<file path="src/rtl/mct_pkg.sv">
package mct_pkg;

  typedef enum logic [3:0] {
    ST_FETCH   = 4'd0,
    ST_DECODE  = 4'd1,
    ST_MADDR   = 4'd2,
    ST_MRD     = 4'd3,
    ST_LDWB    = 4'd4,
    ST_MWR     = 4'd5,
    ST_REXE    = 4'd6,
    ST_RWB     = 4'd7,
    ST_BEQ     = 4'd8,
    ST_JMP     = 4'd9,
    ST_ILLEGAL = 4'd10,
    ST_OVF     = 4'd11,
    ST_VECTOR  = 4'd12
  } state_e;

  localparam logic [1:0] PCS_ALU     = 2'b00;
  localparam logic [1:0] PCS_ALUOUT  = 2'b01;
  localparam logic [1:0] PCS_JUMP    = 2'b10;
  localparam logic [1:0] PCS_HANDLER = 2'b11;

  typedef struct packed {
    logic       mem_read;
    logic       mem_write;
    logic       ir_write;
    logic       iord;
    logic       reg_dst;
    logic       mem_to_reg;
    logic       reg_write;
    logic       alu_src_a;
    logic [1:0] alu_src_b;
    logic [1:0] alu_op;
    logic       pc_write;
    logic       pc_write_cond;
    logic [1:0] pc_source;
    logic       epc_write;
    logic       cause_write;
    logic       int_cause;
  } ctrl_t;

endpackage

</file>
<file path="src/rtl/mct_next_state.sv">
module mct_next_state
  import mct_pkg::*;
#(
  parameter int         OPW    = 6,
  parameter logic [5:0] OP_LW  = 6'h23,
  parameter logic [5:0] OP_SW  = 6'h2B,
  parameter logic [5:0] OP_RT  = 6'h00,
  parameter logic [5:0] OP_BEQ = 6'h04,
  parameter logic [5:0] OP_JMP = 6'h02
) (
  input  logic           clk,
  input  logic           rst,
  input  state_e         cur,
  input  logic [OPW-1:0] opcode,
  input  logic           alu_ovf,
  output state_e         nxt
);

  always_comb begin
    nxt = ST_FETCH;
    unique case (cur)
      ST_FETCH:  nxt = ST_DECODE;
      ST_DECODE: begin
        if      (opcode == OP_LW || opcode == OP_SW) nxt = ST_MADDR;
        else if (opcode == OP_RT)                    nxt = ST_REXE;
        else if (opcode == OP_BEQ)                   nxt = ST_BEQ;
        else if (opcode == OP_JMP)                   nxt = ST_JMP;
        else                                         nxt = ST_ILLEGAL;
      end
      ST_MADDR:   nxt = (opcode == OP_LW) ? ST_MRD : ST_MWR;
      ST_MRD:     nxt = ST_LDWB;
      ST_REXE:    nxt = alu_ovf ? ST_OVF : ST_RWB;
      ST_ILLEGAL: nxt = ST_VECTOR;
      ST_OVF:     nxt = ST_VECTOR;
      default:    nxt = ST_FETCH;
    endcase
  end

  // an unknown opcode in decode goes to the illegal-opcode state
  assert_illegal_entry_R3: assert property (@(posedge clk) disable iff (rst)
    (cur == ST_DECODE && opcode != OP_LW && opcode != OP_SW && opcode != OP_RT &&
     opcode != OP_BEQ && opcode != OP_JMP) |-> nxt == ST_ILLEGAL);

  // overflow in execute goes to the overflow state
  assert_ovf_divert_R4: assert property (@(posedge clk) disable iff (rst)
    (cur == ST_REXE && alu_ovf) |-> nxt == ST_OVF);

endmodule

</file>
<file path="src/rtl/mct_decode.sv">
module mct_decode
  import mct_pkg::*;
(
  input  state_e st,
  output ctrl_t  c
);

  always_comb begin
    c = '0;
    unique case (st)
      ST_FETCH: begin
        c.mem_read  = 1'b1;
        c.ir_write  = 1'b1;
        c.alu_src_b = 2'b01;
        c.pc_write  = 1'b1;
        c.pc_source = PCS_ALU;
      end
      ST_DECODE: c.alu_src_b = 2'b11;
      ST_MADDR: begin
        c.alu_src_a = 1'b1;
        c.alu_src_b = 2'b10;
      end
      ST_MRD: begin
        c.mem_read = 1'b1;
        c.iord     = 1'b1;
      end
      ST_LDWB: begin
        c.reg_write  = 1'b1;
        c.mem_to_reg = 1'b1;
      end
      ST_MWR: begin
        c.mem_write = 1'b1;
        c.iord      = 1'b1;
      end
      ST_REXE: begin
        c.alu_src_a = 1'b1;
        c.alu_op    = 2'b10;
      end
      ST_RWB: begin
        c.reg_dst   = 1'b1;
        c.reg_write = 1'b1;
      end
      ST_BEQ: begin
        c.alu_src_a     = 1'b1;
        c.alu_op        = 2'b01;
        c.pc_write_cond = 1'b1;
        c.pc_source     = PCS_ALUOUT;
      end
      ST_JMP: begin
        c.pc_write  = 1'b1;
        c.pc_source = PCS_JUMP;
      end
      ST_ILLEGAL: c.cause_write = 1'b1;
      ST_OVF: begin
        c.cause_write = 1'b1;
        c.int_cause   = 1'b1;
      end
      ST_VECTOR: begin
        c.alu_src_b = 2'b01;
        c.alu_op    = 2'b01;
        c.epc_write = 1'b1;
        c.pc_write  = 1'b1;
        c.pc_source = PCS_HANDLER;
      end
      default: c = '0;
    endcase
  end

endmodule

</file>
<file path="src/rtl/mct_pc_unit.sv">
module mct_pc_unit
  import mct_pkg::*;
#(
  parameter int              XLEN         = 32,
  parameter logic [XLEN-1:0] RESET_PC     = '0,
  parameter logic [XLEN-1:0] HANDLER_ADDR = 32'h8000_0180
) (
  input  logic            clk,
  input  logic            rst,
  input  logic            pc_write,
  input  logic            pc_write_cond,
  input  logic [1:0]      pc_source,
  input  logic            epc_write,
  input  logic            cause_write,
  input  logic            int_cause,
  input  logic            alu_zero,
  input  logic [XLEN-1:0] alu_result,
  input  logic [XLEN-1:0] alu_out,
  input  logic [XLEN-7:0] jump_index,
  output logic [XLEN-1:0] pc,
  output logic [XLEN-1:0] epc,
  output logic [XLEN-1:0] cause
);

  localparam int JW = XLEN - 6;

  logic [XLEN-1:0] pc_next;
  logic            pc_load;

  always_comb begin
    unique case (pc_source)
      PCS_ALU:    pc_next = alu_result;
      PCS_ALUOUT: pc_next = alu_out;
      PCS_JUMP:   pc_next = {pc[XLEN-1:XLEN-4], jump_index[JW-1:0], 2'b00};
      default:    pc_next = HANDLER_ADDR;
    endcase
  end

  assign pc_load = pc_write | (pc_write_cond & alu_zero);

  always_ff @(posedge clk) begin
    if (rst) begin
      pc    <= RESET_PC;
      epc   <= '0;
      cause <= '0;
    end else begin
      if (pc_load)     pc    <= pc_next;
      if (epc_write)   epc   <= alu_result;
      if (cause_write) cause <= {{(XLEN-1){1'b0}}, int_cause};
    end
  end

  // the saved PC takes the ALU result of the vectoring cycle
  assert_epc_capture_R6: assert property (@(posedge clk) disable iff (rst)
    epc_write |=> epc == $past(alu_result));

  // outside vectoring the saved PC holds its value
  assert_epc_hold_R6: assert property (@(posedge clk) disable iff (rst)
    !epc_write |=> $stable(epc));

  // the upper cause bits stay clear
  assert_cause_upper_R3: assert property (@(posedge clk) disable iff (rst)
    cause_write |=> cause[XLEN-1:1] == '0 && cause[0] == $past(int_cause));

  // selecting the handler lands on the handler address
  assert_handler_vector_R7: assert property (@(posedge clk) disable iff (rst)
    (pc_write && pc_source == PCS_HANDLER) |=> pc == HANDLER_ADDR);

  // a branch that is not taken leaves the PC alone
  assert_branch_hold_R7: assert property (@(posedge clk) disable iff (rst)
    (!pc_write && !(pc_write_cond && alu_zero)) |=> $stable(pc));

endmodule

</file>
<file path="src/rtl/mc_ctrl_trap.sv">
module mc_ctrl_trap
  import mct_pkg::*;
#(
  parameter int              XLEN         = 32,
  parameter int              OPW          = 6,
  parameter logic [XLEN-1:0] RESET_PC     = '0,
  parameter logic [XLEN-1:0] HANDLER_ADDR = 32'h8000_0180
) (
  input  logic            clk,
  input  logic            rst,
  input  logic [OPW-1:0]  opcode,
  input  logic            alu_ovf,
  input  logic            alu_zero,
  input  logic [XLEN-1:0] alu_result,
  input  logic [XLEN-1:0] alu_out,
  input  logic [XLEN-7:0] jump_index,
  output logic            mem_read,
  output logic            mem_write,
  output logic            ir_write,
  output logic            iord,
  output logic            reg_dst,
  output logic            mem_to_reg,
  output logic            reg_write,
  output logic            alu_src_a,
  output logic [1:0]      alu_src_b,
  output logic [1:0]      alu_op,
  output logic            pc_write,
  output logic            pc_write_cond,
  output logic [1:0]      pc_source,
  output logic            epc_write,
  output logic            cause_write,
  output logic            int_cause,
  output logic [3:0]      state,
  output logic [XLEN-1:0] pc,
  output logic [XLEN-1:0] epc,
  output logic [XLEN-1:0] cause
);

  state_e state_q, ns_raw, ns_eff;
  ctrl_t  ctrl_d, ctrl_q;

  mct_next_state #(.OPW(OPW)) u_ns (
    .clk    (clk),
    .rst    (rst),
    .cur    (state_q),
    .opcode (opcode),
    .alu_ovf(alu_ovf),
    .nxt    (ns_raw)
  );

  assign ns_eff = rst ? ST_FETCH : ns_raw;

  // Controls decoded from the next state are registered alongside it
  mct_decode u_dec (
    .st(ns_eff),
    .c (ctrl_d)
  );

  always_ff @(posedge clk) begin
    state_q <= ns_eff;
    ctrl_q  <= ctrl_d;
  end

  mct_pc_unit #(
    .XLEN        (XLEN),
    .RESET_PC    (RESET_PC),
    .HANDLER_ADDR(HANDLER_ADDR)
  ) u_pc (
    .clk          (clk),
    .rst          (rst),
    .pc_write     (ctrl_q.pc_write),
    .pc_write_cond(ctrl_q.pc_write_cond),
    .pc_source    (ctrl_q.pc_source),
    .epc_write    (ctrl_q.epc_write),
    .cause_write  (ctrl_q.cause_write),
    .int_cause    (ctrl_q.int_cause),
    .alu_zero     (alu_zero),
    .alu_result   (alu_result),
    .alu_out      (alu_out),
    .jump_index   (jump_index),
    .pc           (pc),
    .epc          (epc),
    .cause        (cause)
  );

  assign state         = state_q;
  assign mem_read      = ctrl_q.mem_read;
  assign mem_write     = ctrl_q.mem_write;
  assign ir_write      = ctrl_q.ir_write;
  assign iord          = ctrl_q.iord;
  assign reg_dst       = ctrl_q.reg_dst;
  assign mem_to_reg    = ctrl_q.mem_to_reg;
  assign reg_write     = ctrl_q.reg_write;
  assign alu_src_a     = ctrl_q.alu_src_a;
  assign alu_src_b     = ctrl_q.alu_src_b;
  assign alu_op        = ctrl_q.alu_op;
  assign pc_write      = ctrl_q.pc_write;
  assign pc_write_cond = ctrl_q.pc_write_cond;
  assign pc_source     = ctrl_q.pc_source;
  assign epc_write     = ctrl_q.epc_write;
  assign cause_write   = ctrl_q.cause_write;
  assign int_cause     = ctrl_q.int_cause;

  // reset returns the machine to fetch
  assert_reset_fetch_R1: assert property (@(posedge clk)
    rst |=> state_q == ST_FETCH);

  // both fault states lead into vectoring
  assert_fault_to_vector_R5: assert property (@(posedge clk) disable iff (rst)
    (state_q == ST_ILLEGAL || state_q == ST_OVF) |=> state_q == ST_VECTOR);

  // vectoring goes back to fetch
  assert_vector_to_fetch_R5: assert property (@(posedge clk) disable iff (rst)
    state_q == ST_VECTOR |=> state_q == ST_FETCH);

  // overflow in execute suppresses write-back on the next cycle
  assert_no_wb_on_ovf_R4: assert property (@(posedge clk) disable iff (rst)
    (state_q == ST_REXE && alu_ovf) |=> !reg_write && state_q == ST_OVF);

  // the major write enables never overlap
  assert_one_writer_R8: assert property (@(posedge clk) disable iff (rst)
    $onehot0({ctrl_q.reg_write, ctrl_q.mem_write, ctrl_q.epc_write, ctrl_q.cause_write}));

endmodule

</file>
<file path="config.mk">
export PLATFORM = sky130hd
export DESIGN_NAME = mc_ctrl_trap
export DESIGN_NICKNAME = d
export VERILOG_FILES = /design/src/rtl/mct_pkg.sv /design/src/rtl/mct_next_state.sv /design/src/rtl/mct_decode.sv /design/src/rtl/mct_pc_unit.sv /design/src/rtl/mc_ctrl_trap.sv
export SDC_FILE = /design/constraint.sdc
export NUM_CORES = 1
export LEC_CHECK = 0
export BUFFER_PORTS_ARGS = -buffer_cell sky130_fd_sc_hd__clkbuf_2
export CAP_MARGIN = 10
export CORE_MARGIN = 2
export CORE_UTILIZATION = 30
export DETAILED_ROUTE_END_ITERATION = 16
export MAX_ROUTING_LAYER = met4
export PLACE_DENSITY_LB_ADDON = 0.25
export SLEW_MARGIN = 30
export SYNTH_ARGS = -nofsm -noshare
export SYNTH_HDL_FRONTEND = slang
export SYNTH_SLANG_ARGS = --single-unit
</file>
<file path="constraint.sdc">
create_clock -name clk -period 3.5 [get_ports clk]
set_input_delay 0.525 -clock clk [delete_from_list [all_inputs] [get_ports clk]]
set_output_delay 0.525 -clock clk [all_outputs]
set_load 0.02 [all_outputs]
</file>
==> flow_summary.yaml, run 1 <==
outcome:
  status: "finished clean"
floorplan:
  rows: 41
  initial_core_util_pct: 30.7
  die_x_um: 118
  chipHeight_um: 118
  area_inside_the_core_boundary_um2: 12600
  num_io_pins: 219
  die_area_um2: 13800
drt:
  detailed_route_vias_per_instance: 4.67
  route.detailed.drc: 0
  wirelength_um: 11500
  detail_route.iter0.violations: 112
  firstDrtPassIters: 4
  post_detailed_route_wirelength_per_cell_um: 14.7
  vias: 3644
  final_antenna_net_count: 0
clock_network:
  post_cts.repair.setup_buffers: 0
  clk_pin_slew_worst_paths_ns: 0.07
  cts.path.max_buffers: 2
  postCtsResizedCells: 0
  clock_tree_from_tritoncts: "done"
  htree_levels: 3
  holdBufCountCts: 0
  tritoncts.num_buffers: 9
  tritoncts_num_sinks: 88
  clock_latency_ns: 0.34
  ctsRootBufferMaster: "sky130_fd_sc_hd__clkbuf_16"
worst_hold_path:
  holdCritPathClass: "in -> reg"
worst_setup_path:
  cp_data_arrival_time_ns: 1.56
  cpPeakStageDelay_ns: 0.91
  worst-path-buf-inv: 1
  crit_type: "reg -> out"
  path_cells: "clkbuf_2"
  worst-path-max-fanout: 36
  slowest_cell_on_the_critical_path: "sky130_fd_sc_hd__dfxtp_2"
  crit_path_start_kind: "flop"
  endpoint_kind: "primary output"
  worstPathRequired_ns: 2.97
  timing.critical_path.max_delay_family: "flip-flops"
placed_design:
  placed_cell_area_um2: 4850
  placement.io_buffers: 187
  place.gp.congestion: 0.919
  dpl.hpwl_um: 8300
timing:
  rsz0062_at_grt: "no"
  post-route-min-period_ns: 2.08
  achievable-frequency_mhz: 480
  timing.final.setup_violations: 0
  tightestPinTransition_ns: 0.886
  setup_tns_ns: 0
  worst_setup_skew_after_layout_ns: 0.00644
  maxSlewHeadroom_pct: 40.9
  finalHoldViolations: 0
  timing.final.crit_share_pct: 59.5
  maxSlewViolCount: 0
pwr:
  fin_total_pwr_w: 0.00392
  static-leakage-power_nw: 2.33
  ir_worst_vdd_mv: 0.316
  power-per-cell-area_nw_per_um2: 758
grt:
  grt_pass1_vias: 3428
  wire_length_of_the_first_global_routing_pass_um: 18000
  grt_antenna_before_repair: 0
  track_usage_pct: 17.0
  global_route.overflow_total: 0
  grt_start_max_net_pins: 38
logic_synthesis:
  synth-seq-cells: 88
  synth.yosys.seq_area_share_pct: 45.5
  post_synth_and_or_nand_nor_area_fraction_pct: 17.3
  synth_cell_type_count: 43
  synth_cells: 430
  synth.area.mux_share_pct: 17.0
  share_of_the_synthesized_netlist_area_taken_by_xor_and_xnor_gates_pct: 0.226
  syn-cell-area_um2: 3870
  warnings_synthesis: 0
  synthAdderAreaFrac_pct: 0
  syn_area_cell_um2: 9.00
  synth_top_family_by_area: "simple AND/OR/NAND/NOR gates"
  synth-compound-area-share_pct: 10.5
layout:
  area_growth_from_synthesis_to_layout_pct: 33.7
  nNetsFinal: 704
  post_route_cells_drive_above_1_share_pct: 36.6
  n_antenna_cell: 0
  finalInstanceArea_um2: 5180
job:
  number_of_maximum_capacitance_constraint_violations: 0
## final timing paths
| kind | startpoint | end | slack, ns | cells after the start |
|---|---|---|---|---|
| setup / recovery | pc_source[0] | pc_source[0] | 1.42 | 1 |
| hold / removal | alu_result[24] | u_pc.epc[24] | 0.43 | 3 |
| setup reg to reg | state[3] | reg_write | 1.45 | 5 |
| hold reg to reg | u_pc.pc[7] | u_pc.pc[7] | 0.46 | 2 |
## where the power goes
| group | total (W) | leakage, nW | internal [W] | switching [W] |
|---|---|---|---|---|
| clock | 0.00103 | 0.148 | 0.000625 | 0.000408 |
| sequential | 0.00145 | 0.721 | 0.00123 | 0.000221 |
| combinational | 0.00144 | 1.46 | 0.000530 | 0.000914 |
| total | 0.00392 | 2.33 | 0.00238 | 0.00154 |
## cell usage in the layout, fill, tap and decap left out, types with 6 or more instances in the layout
master	count
sky130_fd_sc_hd__clkbuf_2	187
sky130_fd_sc_hd__nor2_1	102
sky130_fd_sc_hd__dfxtp_1	85
sky130_fd_sc_hd__mux2i_1	60
sky130_fd_sc_hd__conb_1	31
sky130_fd_sc_hd__nor3_1	28
sky130_fd_sc_hd__a211oi_1	25
sky130_fd_sc_hd__clkbuf_16	9
sky130_fd_sc_hd__a21oi_1	8
sky130_fd_sc_hd__nand2_1	6
## synthesized netlist by cell type
cell,n,area (um2)
sky130_fd_sc_hd__mux2_2,5,56.3
sky130_fd_sc_hd__inv_1,5,18.8
sky130_fd_sc_hd__o21bai_1,1,7.51
sky130_fd_sc_hd__o32ai_1,1,8.76
sky130_fd_sc_hd__conb_1,1,3.75
sky130_fd_sc_hd__o21ai_0,2,10.0
sky130_fd_sc_hd__dfxtp_1,88,1760
sky130_fd_sc_hd__a211oi_1,25,188
sky130_fd_sc_hd__a31oi_2,1,12.5
sky130_fd_sc_hd__nand2b_1,4,25.0
sky130_fd_sc_hd__nand3_1,2,10.0
sky130_fd_sc_hd__or3_4,1,11.3
sky130_fd_sc_hd__a221o_1,1,10.0
sky130_fd_sc_hd__clkbuf_1,19,71.3
sky130_fd_sc_hd__buf_4,31,233
sky130_fd_sc_hd__nor3_1,28,140
sky130_fd_sc_hd__o211ai_1,2,15.0
sky130_fd_sc_hd__a221oi_1,1,8.76
sky130_fd_sc_hd__buf_1,9,33.8
sky130_fd_sc_hd__nor2_1,102,383
sky130_fd_sc_hd__a31oi_1,2,12.5
sky130_fd_sc_hd__a21boi_1,1,7.51
sky130_fd_sc_hd__xor2_1,1,8.76
sky130_fd_sc_hd__a21oi_1,9,45.0
sky130_fd_sc_hd__or4_1,1,7.51
sky130_fd_sc_hd__nor4bb_1,1,10.0
sky130_fd_sc_hd__nand2_1,6,22.5
sky130_fd_sc_hd__clkinv_1,1,3.75
sky130_fd_sc_hd__inv_2,1,3.75
sky130_fd_sc_hd__nand2_2,1,6.26
sky130_fd_sc_hd__o221ai_1,2,17.5
sky130_fd_sc_hd__nor2b_1,2,12.5
sky130_fd_sc_hd__or4b_4,1,13.8
sky130_fd_sc_hd__o311a_1,1,10.0
sky130_fd_sc_hd__o31ai_1,1,7.51
sky130_fd_sc_hd__or3_1,2,12.5
sky130_fd_sc_hd__o22ai_1,1,6.26
sky130_fd_sc_hd__a22oi_1,3,22.5
sky130_fd_sc_hd__nand4_1,1,6.26
sky130_fd_sc_hd__a32o_1,1,10.0
sky130_fd_sc_hd__and3b_1,1,8.76
sky130_fd_sc_hd__mux2i_1,60,601
sky130_fd_sc_hd__a21o_1,1,7.51
## cell families after synthesis
family          Yosys count
flops                    88
simple gates            153
mux                      65
other cells               1
compound gates           56
buf+inv                  66
xor+xnor                  1
## per-layer routing
metal	wire [um]	GRT usage, %	share of wire, %	vias up
met5	0	-	0	-
met4	217	6.85	1.9	0
met3	642	3.49	5.6	17
met2	5480	27.9	48	154
met1	5120	20.4	45	1695
li1	-	-	-	1778
## metrics by stage
step	instances	setup slack, ns	hold slack (ns)	util, %
2_1_floorplan	460	1.46	0.530	-
5_1_grt	781	1.32	0.439	41.0
6_report	781	1.42	0.430	41.0
4_1_cts	781	1.37	0.419	41.0
3_3_place_gp	765	1.16	0.443	38.4
3_5_place_dp	765	1.11	0.452	38.5
## cell type report
type	count	area [um2]
inverters	7	26.3
clock buffers	9	225
clock inverters	7	96.3
multi-input cells	306	1870
repair buffers	192	973
fillers	1290	7440
flip-flops and latches	88	1770
well taps	172	215
Note: power is estimated with default switching activity, not from simulation.
==> inputs of run 2 (changes only) <==
Clock period 3.5 ns to 1.75 ns, I/O delays scaled along.
==> flow_summary.yaml, run 2 (synthesis gave the netlist of run 1 again) <==
outcome:
  status: "finished, violations left"
  failed_checks: "negative setup slack"
pwr:
  static-leakage-power_nw: 2.51
  p_sw_w: 0.00311
  ir_worst_vdd_mv: 0.590
  clkPwrFrac_pct: 25.1
  combinationalPowerShare_pct: 41.4
  power-per-cell-area_nw_per_um2: 1500
  internal_power_w: 0.00509
  power.sequential.fraction_pct: 33.4
  swShare_pct: 37.9
floorplan:
  num_io_pins: 219
  initial_core_util_pct: 30.7
  die_area_um2: 13800
  rows: 41
  die_x_um: 118
  chipHeight_um: 118
  area_inside_the_core_boundary_um2: 12600
drt:
  post_detailed_route_wirelength_per_cell_um: 14.2
  detailed_route_vias_per_instance: 4.54
  final_antenna_net_count: 0
  route.detailed.drc: 0
  detail_route.iter0.violations: 124
  vias: 3681
  wirelength_um: 11500
  firstDrtPassIters: 4
clock_network:
  clock_tree_from_tritoncts: "done"
  clock_latency_ns: 0.33
  cts.path.max_buffers: 2
  holdBufCountCts: 0
  htree_levels: 3
  tritoncts.num_buffers: 9
  clk_pin_slew_worst_paths_ns: 0.06
  tritoncts_num_sinks: 88
  ctsRootBufferMaster: "sky130_fd_sc_hd__clkbuf_16"
timing:
  finalHoldViolations: 0
  timing.final.ws_setup_ns: -0.0289
  worst_setup_skew_after_layout_ns: 0.00660
  achievable-frequency_mhz: 562
  maxSlewViolCount: 0
  timing.final.setup_violations: 1
  timing.final.crit_share_pct: 102
  post-route-min-period_ns: 1.78
  rsz0062_at_grt: "yes"
worst_setup_path:
  worst-path-buf-inv: 0
  worst-path-max-fanout: 8
  timing.critical_path.max_delay_family: "simple AND/OR/NAND/NOR gates"
  cp_data_arrival_time_ns: 2.06
  worstPathRequired_ns: 2.03
  path_cells: "or4b_4, nor2_4, a31oi_4, or3_4, and3b_1"
  crit_path_start_kind: "flop"
  crit_type: "reg -> reg"
  slowest_cell_on_the_critical_path: "sky130_fd_sc_hd__or4b_4"
  cpPeakStageDelay_ns: 0.56
  endpoint_kind: "flop"
layout:
  number_of_cells_in_the_finished_layout_apart_from_fillers: 811
  layout.cells.most_common_list: "sky130_fd_sc_hd__clkbuf_2, sky130_fd_sc_hd__nor2_1, sky130_fd_sc_hd__dfxtp_1"
  final.fill_count: 1310
  nNetsFinal: 734
  area_growth_from_synthesis_to_layout_pct: 41.2
  n_antenna_cell: 0
  layout_commonest_cell: "sky130_fd_sc_hd__clkbuf_2"
  post_route_cells_drive_above_1_share_pct: 40.5
  finalInstanceArea_um2: 5470
grt:
  grt_antenna_before_repair: 0
  wire_length_of_the_first_global_routing_pass_um: 18100
  track_usage_pct: 16.9
  grt_start_max_net_pins: 40
  global_route.overflow_total: 0
  grt_pass1_vias: 3534
placed_design:
  placement.io_buffers: 187
  placed_insts: 794
  dp_slack_ns: -0.167
  place.gp.congestion: 0.818
  placed_cell_area_um2: 5130
  dpl.hpwl_um: 8790
job:
  number_of_maximum_capacitance_constraint_violations: 0
worst_hold_path:
  holdCritPathClass: "in -> reg"
==> run 2: cell count changes in the layout (fill, tap and decap cells not counted), moves of 3 or more <==
cell / before / now
sky130_fd_sc_hd__clkinvlp_4: 3 / 0
sky130_fd_sc_hd__buf_12: 0 / 3
sky130_fd_sc_hd__dfxtp_2: 2 / 7
sky130_fd_sc_hd__buf_4: 5 / 32
sky130_fd_sc_hd__dfxtp_1: 85 / 81
==> run 2: worst reg2reg max path, stage by stage, from the launching register on <==
cell                      delay (ns)
sky130_fd_sc_hd__dfxtp_2        0.34
sky130_fd_sc_hd__or4b_4         0.56
sky130_fd_sc_hd__nor2_4         0.12
sky130_fd_sc_hd__a31oi_4        0.13
sky130_fd_sc_hd__or3_4          0.38
sky130_fd_sc_hd__and3b_1        0.21
==> run 2: worst paths after layout <==
path,cells past startpoint,from,end,slack [ns]
setup / recovery,5,state[3],reg_write,-0.03
hold / removal,3,alu_result[31],u_pc.epc[31],0.18
setup reg to reg,5,state[3],reg_write,-0.03
hold reg to reg,2,u_pc.pc[8],u_pc.pc[8],0.46
==> run 2: what timing repair did <==
action / 4_1_cts / 5_1_grt
gates resized for setup: 0 / 2
setup endpoints to repair: 1 / 13
pin swaps: 0 / 1
buffers inserted: 0 / 1
==> run 2: routing by layer <==
layer | GRT usage, % | share of wire (%) | vias to the layer above | routed length, um
met5 | - | 0 | - | 0
met4 | 6.55 | 2.5 | 0 | 293
met3 | 3.05 | 5.4 | 20 | 622
met2 | 27.6 | 48 | 149 | 5510
met1 | 20.9 | 44 | 1678 | 5110
li1 | - | - | 1834 | -
==> run 2: power by group through the flow <==
| stage | Combinational (W) | Clock [W] | Sequential, W |
|---|---|---|---|
| after global routing | 0.00373 | 0.00222 | 0.00279 |
| after floorplan | 0.00163 | 0 | 0.00325 |
| after CTS | 0.00341 | 0.00213 | 0.00275 |
| after global placement | 0.00337 | 0 | 0.00278 |
| after detailed placement | 0.00340 | 0 | 0.00279 |
| final | 0.00340 | 0.00206 | 0.00274 |
==> run 2: metrics by stage <==
stage / setup TNS [ns] / power (W) / hold slack [ns] / utilization, %
after detailed placement: -0.723 / 0.00619 / 0.455 / 40.6
final: -0.0289 / 0.00820 / 0.182 / 43.3
after global routing: -0.348 / 0.00875 / 0.190 / 43.3
after global placement: -0.471 / 0.00614 / 0.443 / 40.6
after floorplan: -0.0408 / 0.00488 / 0.410 / -
after CTS: -0.0265 / 0.00829 / 0.174 / 43.2
==> run 2: layout make-up <==
cell class	instances	area [um2]	area share, %
clock inverters	5	78.8	1.44
well taps	172	215	3.94
multi-input cells	306	1900	34.7
clock buffers	11	243	4.44
repair buffers	222	1240	22.6
flip-flops and latches	88	1770	32.4
inverters	7	26.3	0.481
